<file path="src/rtl/f2h_pkg.sv">
package f2h_pkg;

    // Input classes, decided from the exponent and mantissa fields
    typedef enum logic [2:0] {
        CLS_ZERO,   // exponent code 0 (zero or subnormal)
        CLS_INF,    // all-ones exponent, zero mantissa
        CLS_NAN,    // all-ones exponent, nonzero mantissa
        CLS_OVF,    // finite, above the output range
        CLS_NORM,   // maps to an output normal
        CLS_SUB     // below the output normal range
    } cls_e;

endpackage

</file>
<file path="src/rtl/f2h_classify.sv">
module f2h_classify
    import f2h_pkg::*;
#(
    parameter int EXP_IN  = 8,
    parameter int MAN_IN  = 23,
    parameter int EXP_OUT = 5
) (
    input  logic [EXP_IN-1:0] in_exp,
    input  logic [MAN_IN-1:0] in_man,
    output cls_e              cls
);
    localparam int BIAS_IN  = (1 << (EXP_IN - 1)) - 1;
    localparam int BIAS_OUT = (1 << (EXP_OUT - 1)) - 1;
    localparam logic [EXP_IN-1:0] OVF_LIM = EXP_IN'(BIAS_IN + BIAS_OUT);
    localparam logic [EXP_IN-1:0] SUB_LIM = EXP_IN'(BIAS_IN - BIAS_OUT + 1);

    always_comb begin
        if (in_exp == '0)
            cls = CLS_ZERO;
        else if (in_exp == '1)
            cls = (in_man == '0) ? CLS_INF : CLS_NAN;
        else if (in_exp > OVF_LIM)
            cls = CLS_OVF;
        else if (in_exp < SUB_LIM)
            cls = CLS_SUB;
        else
            cls = CLS_NORM;
    end
endmodule

</file>
<file path="src/rtl/f2h_align.sv">
module f2h_align
    import f2h_pkg::*;
#(
    parameter int EXP_IN  = 8,
    parameter int MAN_IN  = 23,
    parameter int EXP_OUT = 5,
    parameter int MAN_OUT = 10
) (
    input  cls_e               cls,
    input  logic [EXP_IN-1:0]  in_exp,
    input  logic [MAN_IN-1:0]  in_man,
    output logic [MAN_OUT:0]   kept,
    output logic               guard,
    output logic               sticky,
    output logic [EXP_OUT-1:0] exp_base
);
    localparam int BIAS_IN  = (1 << (EXP_IN - 1)) - 1;
    localparam int BIAS_OUT = (1 << (EXP_OUT - 1)) - 1;
    localparam int SIGW     = MAN_IN + 1;
    localparam int DROP     = MAN_IN - MAN_OUT;
    localparam int SH_BASE  = BIAS_IN - BIAS_OUT + 1 + DROP;
    localparam int SH_MAX   = SIGW + 1;

    logic [SIGW-1:0] sig;
    logic [SIGW-1:0] frac;
    int              sh;

    assign sig = {1'b1, in_man};

    always_comb begin
        kept     = '0;
        guard    = 1'b0;
        sticky   = 1'b0;
        exp_base = '0;
        sh       = 0;
        frac     = '0;
        case (cls)
            CLS_NORM: begin
                kept     = {1'b0, in_man[MAN_IN-1:DROP]};
                guard    = in_man[DROP-1];
                sticky   = |in_man[DROP-2:0];
                exp_base = EXP_OUT'(int'(in_exp) - (BIAS_IN - BIAS_OUT));
            end
            CLS_SUB: begin
                // Shift the whole significand (hidden 1 included) into the
                // subnormal grid, then clamp: beyond SH_MAX everything is
                // below half an output ulp.
                sh = SH_BASE - int'(in_exp);
                if (sh > SH_MAX)
                    sh = SH_MAX;
                kept   = (MAN_OUT + 1)'(sig >> sh);
                frac   = SIGW'({sig, {SIGW{1'b0}}} >> sh);
                guard  = frac[SIGW-1];
                sticky = |frac[SIGW-2:0];
            end
            default: ;
        endcase
    end
endmodule

</file>
<file path="src/rtl/f2h_rne.sv">
module f2h_rne #(
    parameter int MAN_OUT = 10
) (
    input  logic [MAN_OUT:0] kept,
    input  logic             guard,
    input  logic             sticky,
    output logic [MAN_OUT:0] rounded
);
    logic bump;

    // Round up only above the half-way point, or exactly on it with an odd LSB
    assign bump    = guard & (sticky | kept[0]);
    assign rounded = kept + (MAN_OUT + 1)'(bump);
endmodule

</file>
<file path="src/rtl/f2h_conv.sv">
module f2h_conv
    import f2h_pkg::*;
#(
    parameter int EXP_IN  = 8,
    parameter int MAN_IN  = 23,
    parameter int EXP_OUT = 5,
    parameter int MAN_OUT = 10
) (
    input  logic                       clk,
    input  logic                       rst,
    input  logic                       in_valid,
    input  logic [EXP_IN+MAN_IN:0]     in_word,
    output logic                       out_valid,
    output logic [EXP_OUT+MAN_OUT:0]   out_word
);
    localparam int IW   = EXP_IN + MAN_IN + 1;
    localparam int OW   = EXP_OUT + MAN_OUT + 1;
    localparam int DROP = MAN_IN - MAN_OUT;

    typedef struct packed {
        logic          vld;
        logic [OW-1:0] word;
    } pipe_t;

    pipe_t pipe_d, pipe_q;

    logic               sgn;
    logic [EXP_IN-1:0]  exp_in;
    logic [MAN_IN-1:0]  man_in;
    logic [MAN_OUT-1:0] nan_man;
    cls_e               cls;
    logic [MAN_OUT:0]   kept;
    logic [MAN_OUT:0]   rounded;
    logic               guard;
    logic               sticky;
    logic [EXP_OUT-1:0] exp_base;
    logic [OW-1:0]      result;

    assign sgn     = in_word[IW-1];
    assign exp_in  = in_word[IW-2:MAN_IN];
    assign man_in  = in_word[MAN_IN-1:0];
    assign nan_man = man_in[MAN_IN-1:DROP];

    f2h_classify #(
        .EXP_IN (EXP_IN),
        .MAN_IN (MAN_IN),
        .EXP_OUT(EXP_OUT)
    ) u_classify (
        .in_exp(exp_in),
        .in_man(man_in),
        .cls   (cls)
    );

    f2h_align #(
        .EXP_IN (EXP_IN),
        .MAN_IN (MAN_IN),
        .EXP_OUT(EXP_OUT),
        .MAN_OUT(MAN_OUT)
    ) u_align (
        .cls     (cls),
        .in_exp  (exp_in),
        .in_man  (man_in),
        .kept    (kept),
        .guard   (guard),
        .sticky  (sticky),
        .exp_base(exp_base)
    );

    f2h_rne #(
        .MAN_OUT(MAN_OUT)
    ) u_rne (
        .kept   (kept),
        .guard  (guard),
        .sticky (sticky),
        .rounded(rounded)
    );

    always_comb begin
        case (cls)
            CLS_ZERO: result = {sgn, {(OW-1){1'b0}}};
            CLS_INF,
            CLS_OVF:  result = {sgn, {EXP_OUT{1'b1}}, {MAN_OUT{1'b0}}};
            CLS_NAN: begin
                if (nan_man == '0)
                    result = {sgn, {EXP_OUT{1'b1}}, MAN_OUT'(1)};
                else
                    result = {sgn, {EXP_OUT{1'b1}}, nan_man};
            end
            default: begin
                // A carry into bit MAN_OUT means the next binade
                if (rounded[MAN_OUT])
                    result = {sgn, exp_base + EXP_OUT'(1), {MAN_OUT{1'b0}}};
                else
                    result = {sgn, exp_base, rounded[MAN_OUT-1:0]};
            end
        endcase

        pipe_d.vld  = in_valid;
        pipe_d.word = in_valid ? result : pipe_q.word;
    end

    always_ff @(posedge clk) begin
        if (rst)
            pipe_q <= '0;
        else
            pipe_q <= pipe_d;
    end

    assign out_valid = pipe_q.vld;
    assign out_word  = pipe_q.word;
endmodule

</file>
<file path="config.mk">
export PLATFORM = sky130hd
export DESIGN_NAME = f2h_conv
export DESIGN_NICKNAME = d
export VERILOG_FILES = /design/src/rtl/f2h_pkg.sv /design/src/rtl/f2h_classify.sv /design/src/rtl/f2h_align.sv /design/src/rtl/f2h_rne.sv /design/src/rtl/f2h_conv.sv
export SDC_FILE = /design/constraint.sdc
export NUM_CORES = 1
export LEC_CHECK = 0
export ABC_AREA = 0
export BUFFER_PORTS_ARGS = -buffer_cell sky130_fd_sc_hd__buf_2
export CORE_UTILIZATION = 49
export DETAILED_ROUTE_END_ITERATION = 16
export GPL_TIMING_DRIVEN = 0
export PLACE_DENSITY_LB_ADDON = 0.12
export SLEW_MARGIN = 5
export SYNTH_ARGS = -nofsm -noshare
export SYNTH_HDL_FRONTEND = slang
export SYNTH_HIERARCHICAL = 1
export SYNTH_SLANG_ARGS = --single-unit
</file>
<file path="constraint.sdc">
create_clock -name clk -period 10.4 [get_ports clk]
set_clock_uncertainty 0.2 [all_clocks]
set_input_delay 0.52 -clock clk [delete_from_list [all_inputs] [get_ports clk]]
set_output_delay 0.52 -clock clk [all_outputs]
set_load 0.01 [all_outputs]
</file>
# ---- After elaboration in Yosys (flattened, before gate mapping)
# Cells that the tools add are included.
dict set report totals {
  register_bits 17
  inputBits 35
  output_inout_bits 17
}
dict set report op_classes {
  add_sub_neg 4
  magnitude_cmp 3
  n_eq_ne 6
  shifts 2
  n_mux 14
  n_bitwise 2
  reduce_logical 7
}
# op count
set ops {}
lappend ops {{two-way mux 32 bit} 2}
lappend ops {{right shift 48 x 32 -> 24 bit} 1}
lappend ops {{one-hot mux 15 bit (3 select lines)} 1}
lappend ops {{greater-than comparator 32 x 6 -> 1 bit (second input constant)} 1}
lappend ops {{right shift 24 x 32 -> 11 bit} 1}
lappend ops {{zero test 23 bit} 1}
lappend ops {{OR reduction 23 bit} 1}
lappend ops {{one-hot mux 11 bit (2 select lines)} 1}
lappend ops {{two-way mux 15 bit} 1}
lappend ops {{OR reduction 12 bit} 1}
lappend ops {{adder 11 x 1 -> 11 bit} 1}
lappend ops {{zero test 10 bit} 1}
lappend ops {{two-way mux 10 bit} 1}
lappend ops {{two-way mux 3 bit} 3}
lappend ops {{subtractor 7 x 8 -> 9 bit (first input constant)} 1}
lappend ops {{== test 8 bit (second input constant)} 1}
lappend ops {{greater-than comparator 8 bit (second input constant)} 1}
lappend ops {{zero test 8 bit} 1}
lappend ops {{less-than comparator 8 x 7 -> 1 bit (second input constant)} 1}
lappend ops {{== test 3 x 2 -> 1 bit (second input constant)} 2}
lappend ops {{== test 3 bit (second input constant)} 2}
lappend ops {{adder 5 x 1 -> 5 bit (second input constant)} 1}
lappend ops {{two-way mux 5 bit} 1}
lappend ops {{subtractor 5 bit (second input constant)} 1}
lappend ops {{other kinds (8)} 9}

# ---- Longest topological paths before layout
dict set report depth {
  ltp_word 15
  ltp_mapped 26
  ltp_nobuf 21
}

# ---- Cells and area by module
# The synthesis kept the hierarchy.
# module n_inst cells_per_inst area_each_um2 seq_area_each_um2
set modules_own_cells {}
lappend modules_own_cells {f2h_align 1 360 2401.1 0.0}
lappend modules_own_cells {f2h_conv 1 89 923.4 340.3}
lappend modules_own_cells {f2h_rne 1 23 180.2 0.0}
lappend modules_own_cells {f2h_classify 1 25 158.9 0.0}

# ---- Worst setup path before layout
# Ideal clock, no wire load.
dict set report synth_path {
  kind {input port to flip-flop}
  startpoint {in in_word[24]}
  endpoint {reg pipe_q (netlist bit out_word[14])}
  setup_time_ps 103
  arrival_time_ps 4890
  t_required_ps 10097
  slack_ps 5206
  path_stages 23
  path_buffers 2
  path_cell_list {inv_1 -> ha_1 -> buf_2 -> inv_2 -> mux2i_1 -> a22oi_2 -> a21oi_2 -> buf_6 -> or4_4 -> o2111ai_2 -> nor2_1 -> a211o_1 -> nor4_1 -> o221ai_1 -> a221o_1 -> o21a_1 -> ha_1 -> ha_1 -> nand4_1 -> xnor2_1 -> nand4_1 -> xor2_1 -> a2111oi_2}
}
dict set report synth_between {
  elab_chain_len 12
  elab_cells_between_ends 33
}
# item line
set synth_rtl {}
lappend synth_rtl {{start, declared} f2h_conv.sv:12} ;# input logic [EXP_IN+MAN_IN:0] in_word,
lappend synth_rtl {{subtractor 7 x 8 -> 9 bit / less-than comparator 8 x 7 -> 1 bit (equally long branches)} {f2h_align.sv:48, f2h_classify.sv:24}}
lappend synth_rtl {{greater-than comparator 32 x 6 -> 1 bit / two-way mux 1 bit (equally long branches)} {f2h_align.sv:49, f2h_classify.sv:24}}
lappend synth_rtl {{two-way mux 32 bit / two-way mux 3 bit (equally long branches)} {f2h_align.sv:49, f2h_classify.sv:22}}
lappend synth_rtl {{two-way mux 32 bit / two-way mux 3 bit (equally long branches)} {f2h_align.sv:37, f2h_classify.sv:20}}
lappend synth_rtl {{right shift 48 x 32 -> 24 bit / two-way mux 3 bit (equally long branches)} {f2h_align.sv:52, f2h_classify.sv:18}}
lappend synth_rtl {{OR reduction 23 bit / == test 3 bit (equally long branches)} {f2h_align.sv:54, f2h_align.sv:37}}
lappend synth_rtl {{one-hot mux 1 bit (2 select lines) (*)} f2h_align.sv:37} ;# case (cls)
lappend synth_rtl {{net sticky} f2h_conv.sv:35} ;# logic sticky;
lappend synth_rtl {{bitwise OR 1 bit (*)} f2h_rne.sv:12} ;# assign bump = guard & (sticky | kept[0]);
lappend synth_rtl {{bitwise AND 1 bit (*)} f2h_rne.sv:12}
lappend synth_rtl {{adder 11 x 1 -> 11 bit (*)} f2h_rne.sv:13} ;# assign rounded = kept + (MAN_OUT + 1)'(bump);
lappend synth_rtl {{net rounded[10]} f2h_conv.sv:33} ;# logic [MAN_OUT:0] rounded;
lappend synth_rtl {{two-way mux 15 bit (*)} f2h_conv.sv:91} ;# if (rounded[MAN_OUT])
lappend synth_rtl {{one-hot mux 15 bit (3 select lines) (*)} f2h_conv.sv:79} ;# case (cls)
lappend synth_rtl {{end signal, assigned} f2h_conv.sv:106} ;# pipe_q <= pipe_d;
lappend synth_rtl {{end, declared} f2h_conv.sv:25} ;# pipe_t pipe_d, pipe_q;
# Mark *: on every way through the listed nets, which the timed path passes. The rest lies on a longest branch. The select of a mux whose other input is x is not followed.
# A chain may end at the register's enable or synchronous reset.

# ---- Worst setup path after layout
# Ends and elaborated chain as after synthesis.

==> results by group <==
Run status
  – Status: finished, final reports clean

Synth
  – Seq cells post-synth: 17
  – Netlist cell types: 88
  – Area leader, netlist: dfxtp_1
  – Largest family of logic cells by synthesized area: compound AO/OA/AOI/OAI gates
  – Multiplexer share of the synthesized area: 0.07240
  – Synthesized cell area: 3664 um2
  – Top-count cell post-synth: nor2_1
  – Synth Area in Compound Gates: 0.3576
  – Post-Synth Simple-Gate Area: 0.3542
  – Syn Area/Cell: 7.371 um2
  – Synth area leaders: dfxtp_1 (9.3%), nor2_1 (5.9%), a221oi_2 (4.1%), mux2i_1 (4.1%), nand3_1 (3.7%)
  – Post-Syn Nets: 537
  – EDFF count, synth: 0
  – YS warnings: 6
  – Synth Area in Adders: 0.01708
  – Xor and xnor area share after synthesis: 0.04064
  – Commonest register cell after synthesis: dfxtp_1
  – Post-synthesis sequential area ratio: 0.09290
  – Syn Inst Count: 497
  – Fraction of synthesis flops using an asynchronous set or reset pin: 0
  – Top post-synthesis cells by count: nor2_1 (58), nand2_1 (32), nand3_1 (27), a21oi_1 (24), o21ai_0 (24)
  – Post-synth top area share: 0.09290

Clock network
  – Clock sink count: 17
  – Clock Pin Slew Worst Setup and Hold Paths: 60 ps
  – Clk_lat worst skew: 250 ps
  – CTS tree: done
  – H-tree levels: 1
  – Clock Path Buffers: 2
  – CTS buffer count: 3
  – # Post-CTS Setup Buffers: 0
  – CTS Hold Bufs: 0
  – Cts repair resizes: 0
  – Cell chosen for the clock root: clkbuf_8

Placed design
  – IO Port Bufs: 49
  – Dpl hpwl: 11,020 um
  – Placed Area: 4033 um2
  – RD Place Congestion: 1.019
  – Pre-CTS setup slack: 3785 ps

Timing
  – FMAX: 149.9 MHz
  – Worst slew margin: 0.2842
  – Setup TNS: 0 ps
  – RSZ-0062 raised after global routing: false
  – Endpoints failing setup: 0
  – Fin crit share: 0.6415
  – Final hold vios: 0
  – Setup WS post-layout: 3728 ps
  – Worst Max-Slew Pin Slew: 1074 ps
  – Final Max Tran Viols: 0
  – Final min period: 6672 ps

Route
  – Post-Route WL: 14,490 um
  – DR WL/cell: 22.32 um
  – Vias: 4,590
  – # DRC: 0
  – DR iter-0 viols: 623
  – Final ANT Viol Nets: 0
  – Vias per cell: 7.072
  – DRT Pass-1 Iters: 9

Finish
  – Share of cells above drive strength 1: 0.2618
  – Finished Cell Area: 4078 um2
  – # fillers: 731
  – Number of antenna diodes: 0
  – Fin nets: 591
  – Area growth, synth to finish: 11.30%

Worst setup path
  – Crit. Startpoint: in_word[24]
  – CP endpoint: out_word[14]
  – Setup CP Type: in -> reg
  – Critical-path maximum fanout: 10
  – Crit end category: flop
  – R2R Path End: out_word[13]
  – Critical Path RT: 10,340 ps
  – Crit path launch type: primary input
  – CP arrival: 6610 ps
  – Reg2reg start: out_word[13]
  – Reg2reg setup slack: 9420 ps
  – Cells on worst reg2reg path: 2

Floorplan
  – Die width: 88.47 um
  – I/O pin count: 52
  – Initial Util: 0.5051
  – Site row count: 31
  – Core Region: 7253 um2
  – Die Span Y: 88.47 um
  – Die ar.: 7826 um2

Global route
  – Largest net degree at the start of global routing: 11
  – Global-route wire length before repair: 21,790 um
  – Grt ovf: 0
  – Antenna violations before repair: 0
  – Vias in the first global route: 3,926
  – All-Layer GR Usage: 0.3682

Power
  – P_leak: 0.001537 uW
  – Peak supply drop: 0.04601 mV
  – Pwr Total: 322.6 uW
  – Pwr per Cell Area: 79.12 nW/um2

Hold path
  – Hold path start: out_word[10]
  – Worst min-delay path class: reg -> reg

Run
  – Max cap viols: 0
stage by stage:
| stage | instances | hold slack [ps] | util |
|---|---|---|---|
| floorplan | 497 | 304.7 | - |
| global placement | 645 | 269.0 | 0.5560 |
| detailed placement | 645 | 276.2 | 0.5560 |
| CTS | 649 | 287.7 | 0.5622 |
| global route | 649 | 303.2 | 0.5622 |
| finish | 649 | 285.1 | 0.5622 |
cell usage in the layout (no fill, tap or decap), types with 4 or more instances in the layout:
master    instances
a211oi_1         13
a21o_1            4
a21oi_1          24
a221oi_2         10
a22o_1            8
a32oi_1           4
and2_1            8
buf_2            63
buf_6             7
clkbuf_1         11
dfxtp_1          17
ha_1              5
inv_1             4
mux2_2            5
mux2i_1          15
nand2_1          32
nand3_1          27
nand4_1          11
nor2_1           58
nor2b_1           5
nor3_1           22
nor3_2           11
nor4_1           16
o211ai_1          6
o21a_1            5
o21ai_0          24
o21ai_1           5
o221a_2           4
o221ai_1          5
o22a_1            5
o22ai_1           4
or3_1             4
xnor2_1          10
xor2_1            7
cell type report:
type | instances | area, um2 | share of cell area
clock buffer | 4 | 45.04 | 0.01105
sequential | 17 | 340.3 | 0.08346
timing repair buffer | 49 | 245.2 | 0.06014
tap | 99 | 123.9 | 0.03038
buffer | 35 | 212.7 | 0.05216
inverter | 7 | 26.28 | 0.006444
multi-input combinational | 438 | 3084 | 0.7564
how the worst min path moves through the flow:
stage,to,cells after the start,slack [ps]
2_1_floorplan,out_word[10],2,300
3_3_place_gp,out_word[6],2,270
3_5_place_dp,out_word[1],2,280
4_1_cts,out_word[10],2,290
5_1_grt,out_word[15],3,300
6_report,out_word[10],2,290
critical path, stage by stage:
cell and delay, ps:
buf_2 190, inv_1 70, ha_1 270, buf_2 190, inv_2 190, mux2i_1 130
a22oi_2 300, a21o_1 160, buf_2 240, buf_6 180, nand4_1 340, nor4_1 630
a311oi_2 110, o21ai_1 280, nor4_1 100, o221ai_1 270, a221o_1 200, o21a_1 130
ha_1 250, ha_1 300, nand4_1 150, xnor2_1 610, nand4_1 210, xor2_1 210
a2111oi_2 390
layer usage:
metal  part of all wire  wire [um]  vias up  GRT usage
met5                  0          0        -          0
met4              0.038        557        0     0.1188
met3               0.13       1881       48    0.09422
met2               0.42       6141      330     0.5413
met1               0.41       5907     2152     0.5210
li1                   -          -     2060          -
flip-flops by register name, indices dropped and copies added (netlist names):
name       cells
out_word      16
out_valid      1
cell families (layout without fill, tap and decap cells):
kind of cell | Yosys count | count (layout)
multiplexers | 24 | 24
buffers and inverters | 42 | 95
AO/OA/AOI/OAI | 166 | 166
XOR/XNOR | 17 | 17
adder cells (fa/ha/maj) | 5 | 5
AND/OR/NAND/NOR | 226 | 226
flip-flops | 17 | 17
report_power, final:
part	internal, uW	switching (uW)
sequential	69.2	1.79
clock	27.2	22.3
combinational	68.6	134
total	165	158
No activity file was read; power rests on OpenSTA's default activity.
